File: src/rtl/swdrv_pkg.sv
package swdrv_pkg;
    typedef enum logic [2:0] {
        ST_IDLE,
        ST_DRIVE,
        ST_OFF,
        ST_DISCH,
        ST_HOLD,
        ST_RECOV
    } seq_state_t;

    localparam int FLAG_W = 3;
    localparam int FLAG_HI    = 2;
    localparam int FLAG_LOW   = 1;
    localparam int FLAG_FLOOR = 0;
endpackage

File: src/rtl/swdrv_sync.sv
module swdrv_sync #(
    parameter int W      = 3,
    parameter int STAGES = 2
) (
    input  logic         clk,
    input  logic         rst_n,
    input  logic [W-1:0] d,
    output logic [W-1:0] q
);
    logic [W-1:0] stage_q [STAGES];

    for (genvar g = 0; g < STAGES; g++) begin : g_stage
        if (g == 0) begin : g_first
            always_ff @(posedge clk or negedge rst_n) begin
                if (!rst_n) stage_q[g] <= '0;
                else        stage_q[g] <= d;
            end
        end else begin : g_next
            always_ff @(posedge clk or negedge rst_n) begin
                if (!rst_n) stage_q[g] <= '0;
                else        stage_q[g] <= stage_q[g-1];
            end
        end
    end

    assign q = stage_q[STAGES-1];
endmodule

File: src/rtl/swdrv_line_track.sv
module swdrv_line_track (
    input  logic clk,
    input  logic rst_n,
    input  logic en,
    input  logic line_in,
    input  logic trip_seen,
    output logic line_rise,
    output logic had_reset
);
    logic line_q;

    always_ff @(posedge clk or negedge rst_n) begin
        if (!rst_n) line_q <= 1'b0;
        else        line_q <= line_in;
    end

    assign line_rise = line_in & ~line_q;

    // per-line record of a comparator reset; line edge clears it
    always_ff @(posedge clk or negedge rst_n) begin
        if (!rst_n)                 had_reset <= 1'b0;
        else if (!en || line_rise)  had_reset <= 1'b0;
        else if (trip_seen)         had_reset <= 1'b1;
    end
endmodule

File: src/rtl/swdrv_fsm.sv
module swdrv_fsm
    import swdrv_pkg::*;
(
    input  logic clk,
    input  logic rst_n,
    input  logic en,
    input  logic mode_buck,
    input  logic line_rise,
    input  logic had_reset,
    input  logic trip,
    input  logic restart,
    input  logic at_floor,
    output logic trip_seen,
    output logic drv_n,
    output logic dis_en
);
    seq_state_t state_q, state_d;

    always_ff @(posedge clk or negedge rst_n) begin
        if (!rst_n) state_q <= ST_IDLE;
        else        state_q <= state_d;
    end

    always_comb begin
        state_d = state_q;
        if (!en) begin
            state_d = ST_IDLE;
        end else if (line_rise) begin
            if (state_q == ST_IDLE || had_reset) state_d = ST_DRIVE;
            else                                 state_d = ST_RECOV;
        end else begin
            unique case (state_q)
                ST_IDLE:  state_d = ST_IDLE;
                ST_DRIVE: if (trip) state_d = mode_buck ? ST_DISCH : ST_OFF;
                ST_OFF:   state_d = ST_OFF;
                ST_DISCH: if (at_floor) state_d = ST_HOLD;
                ST_HOLD:  state_d = ST_HOLD;
                ST_RECOV: if (restart) state_d = ST_DRIVE;
                default:  state_d = ST_IDLE;
            endcase
        end
    end

    always_comb begin
        drv_n     = 1'b1;
        dis_en    = 1'b0;
        trip_seen = 1'b0;
        unique case (state_q)
            ST_DRIVE: begin
                drv_n     = ~en;
                trip_seen = trip;
            end
            ST_DISCH, ST_HOLD, ST_RECOV: dis_en = en & mode_buck;
            ST_IDLE, ST_OFF: ;
            default: ;
        endcase
    end
endmodule

File: src/rtl/swdrv_seq.sv
module swdrv_seq
    import swdrv_pkg::*;
#(
    parameter int SYNC_STAGES = 2
) (
    input  logic clk,
    input  logic rst_n,
    input  logic en,
    input  logic mode_buck,
    input  logic line_in,
    input  logic sense_hi,
    input  logic sense_low,
    input  logic sense_floor,
    output logic drv_n,
    output logic dis_en
);
    logic [FLAG_W-1:0] flags_raw, flags_s;
    logic line_rise, had_reset, trip_seen;

    assign flags_raw[FLAG_HI]    = sense_hi;
    assign flags_raw[FLAG_LOW]   = sense_low;
    assign flags_raw[FLAG_FLOOR] = sense_floor;

    swdrv_sync #(.W(FLAG_W), .STAGES(SYNC_STAGES)) u_sync (
        .clk   (clk),
        .rst_n (rst_n),
        .d     (flags_raw),
        .q     (flags_s)
    );

    swdrv_line_track u_line (
        .clk       (clk),
        .rst_n     (rst_n),
        .en        (en),
        .line_in   (line_in),
        .trip_seen (trip_seen),
        .line_rise (line_rise),
        .had_reset (had_reset)
    );

    swdrv_fsm u_fsm (
        .clk       (clk),
        .rst_n     (rst_n),
        .en        (en),
        .mode_buck (mode_buck),
        .line_rise (line_rise),
        .had_reset (had_reset),
        .trip      (flags_s[FLAG_HI]),
        .restart   (flags_s[FLAG_LOW]),
        .at_floor  (flags_s[FLAG_FLOOR]),
        .trip_seen (trip_seen),
        .drv_n     (drv_n),
        .dis_en    (dis_en)
    );
endmodule

File: config.mk
export PLATFORM = sky130hd
export DESIGN_NAME = swdrv_seq
export DESIGN_NICKNAME = d
export VERILOG_FILES = /design/src/rtl/swdrv_pkg.sv /design/src/rtl/swdrv_sync.sv /design/src/rtl/swdrv_line_track.sv /design/src/rtl/swdrv_fsm.sv /design/src/rtl/swdrv_seq.sv
export SDC_FILE = /design/constraint.sdc
export NUM_CORES = 1
export LEC_CHECK = 0
export ABC_AREA = 1
export BUFFER_PORTS_ARGS = -buffer_cell sky130_fd_sc_hd__buf_2
export CAP_MARGIN = 20
export CORE_AREA = 2 2 39 41
export DETAILED_ROUTE_END_ITERATION = 12
export DIE_AREA = 0 0 41 43
export HOLD_SLACK_MARGIN = 0.06
export PLACE_DENSITY_LB_ADDON = 0.08
export SLEW_MARGIN = 20
export SYNTH_ARGS = -nofsm -noshare
export SYNTH_HDL_FRONTEND = slang
export SYNTH_SLANG_ARGS = --single-unit
File: constraint.sdc
create_clock -name clk -period 1.6 [get_ports clk]
set_input_delay 0.08 -clock clk [delete_from_list [all_inputs] [get_ports clk]]
set_output_delay 0.08 -clock clk [all_outputs]
set_load 0.1 [all_outputs]
==> metrics.txt <==
Mean Syn Cell Area 8.68 um^2; sequential-to-total area share from yosys stat 0.520; Crit Reg-Reg Startpoint u_fsm.state_q[1]; # DRC 0; Ys Warns 0; R2R cell count 7; CTS tree done; Clock transition at path regs 60 ps; largest net degree at the start of global routing 12; ratio of cells with drive above 1 in the final layout 0.342; antenna violations before repair 0; post-synth net total 69; global route overflow 0; CP arrival 1400 ps; area grow syn2layout 30.3%; synthesized area 529 um^2; final hold vios 0; drt initial violations 8; worst clock skew 1.09 ps; Max H-tree Level 1; detailed-route via count 449; Die ar. roughly 1800 um^2; worst setup margin 123 ps; leak pwr around 0.35 nW; Highest Clock Rate slightly below 700 MHz; sequential cell area 277 um^2; pre-CTS WS between 300 and 400 ps; Max Root-Sink Buffers 2; Root Driver clkbuf_4; Final Max Tran Viols 0; min-delay src en; Least-Margin Pin Slew 482 ps; fin nets 88; CTS sink count 11; worst-path fanout max 3; gpl congestion 0.706; Relative slew margins 0.681; Total Power 0.600 mW; drt first pass iters 4; IO Port Bufs 9; Hold/Removal Path Class in -> reg; R2R setup slack 510 ps; Mapped Cells 61; final wirelength 974 um; setup TNS 0 ps; CTS Buf Count 3; Crit Path Category reg -> out; Initial Util 0.382; synth unique cells 16; Die H around 43 um; Tot GR Track Use 0.160; Post-CTS Setup Inserts 0; final worst path period share 0.923; Via density 4.73; detailed placement HPWL 770 um; io pins 10; DR WL/cell 10.3 um; top cells by area, synth dfrtp_1, nand2_1, nor2_4; final setup violation count 0; RSZ-0062 raised after global routing no; Hold Path Sink u_fsm.state_q[0]; Post-DRT Antenna Nets 0; post-synth top area cell dfrtp_1; startpoint types register; WHS around 130 ps; fin crit period 1480 ps; Synth top area share 0.520; reg2reg end u_fsm.state_q[2]; #FFs+latches synth 11; Crit. End Element output port; clock latency on the worst-skew pair 260 ps; required time of the critical path 1520 ps; Filler Cell Count 139; FP Rows 14; Antenna diodes 0; vias in the first global route 434; global-route wire length before repair 1840 um; outcome completed; utilization after layout 0.498; multi-input logic area 223 um^2; worst vdd ir ~470 uV; max-cap violations 0; power per cell area ~870 nW/um^2; Min-Delay Path Depth 3; core area ~1400 um^2; Die X 41 um
[per-stage QoR]
stage	cell area [um^2]	instances
floorplan	529	61
global placement	609	86
detailed placement	609	86
CTS	686	95
global route	689	95
finish	689	95
[flip-flops by register name, indices dropped and copies added (netlist names)]
signal            count
u_fsm.state_q         3
u_line.had_reset      1
u_line.line_q         1
u_sync.q              3
u_sync.stage_q        3
[synth_stat cells, drive strengths merged]
| library cell | count |
|---|---|
| dfrtp | 11 |
| nand3 | 5 |
| nor3 | 1 |
| nand4 | 3 |
| o21bai | 1 |
| nor2 | 11 |
| a21oi | 1 |
| inv | 9 |
| o21ai | 3 |
| nand2 | 16 |
[layer usage]
metal | vias up | GRT usage | part of all wire
met5 | - | 0 | 0
met4 | 0 | 0.100 | 0.016
met1 | 205 | 0.226 | 0.44
met3 | 2 | 0.0157 | 0.042
met2 | 12 | 0.228 | 0.50
li1 | 230 | - | -
[how the worst max path moves through the flow]
stage	slack, ps	to	depth (start not counted)	startpoint
floorplan	150	dis_en	5	u_fsm.state_q[0]
global placement	350	dis_en	6	u_fsm.state_q[0]
detailed placement	360	dis_en	6	u_fsm.state_q[0]
CTS	60	dis_en	6	u_fsm.state_q[0]
global route	20	dis_en	6	u_fsm.state_q[1]
finish	120	dis_en	6	u_fsm.state_q[1]
[layout make-up]
| type | instances | area share |
|---|---|---|
| multi-input combinational | 41 | 0.323 |
| inverter | 9 | 0.0490 |
| sequential | 11 | 0.401 |
| clock buffer | 4 | 0.0381 |
| timing repair buffer | 14 | 0.160 |
| tap | 16 | 0.0290 |
[worst max-delay path: stages (launching register included)]
cell	delay (ps)
dfrtp_1	420
nor2_2	160
nand2_1	60
o21ai_1	140
o21bai_1	90
inv_1	90
buf_12	180
[power by group]
part / switching [mW] / internal [mW]
clock network: 0.0836 / 0.0963
logic: 0.0695 / 0.0399
registers: 0.0158 / 0.295
[cells by family (layout without fill, tap and decap cells)]
group           Yosys count  in the layout  synth area share
simple gates             36             36             0.364
flops                    11             11             0.520
buf+inv                   9             27            0.0638
compound gates            5              5            0.0520
[cell usage in the layout (no fill, tap or decap)]
cell,synthesis,routed
nand2_1,14,14
clkbuf_1,0,1
o21ai_0,1,1
nor2_1,6,5
dfrtp_2,0,1
nor2_4,3,3
buf_12,0,1
dlygate4sd3_1,0,5
nor2_2,2,3
inv_1,5,5
nand3_1,4,4
o21ai_1,2,2
buf_2,0,8
nand4_1,3,3
o21bai_1,1,1
a21oi_1,1,1
nand3_2,1,1
clkbuf_4,0,3
nor3_2,1,1
inv_2,4,4
dfrtp_1,11,10
nand2_2,2,2
[what timing repair did]
item	4_1_cts	5_1_grt
endpoints found under the setup margin	0	1
endpoints found under the hold margin	15	0
gates resized for setup	0	2
hold buffers	5	0
(Power assumes the default switching activity.)
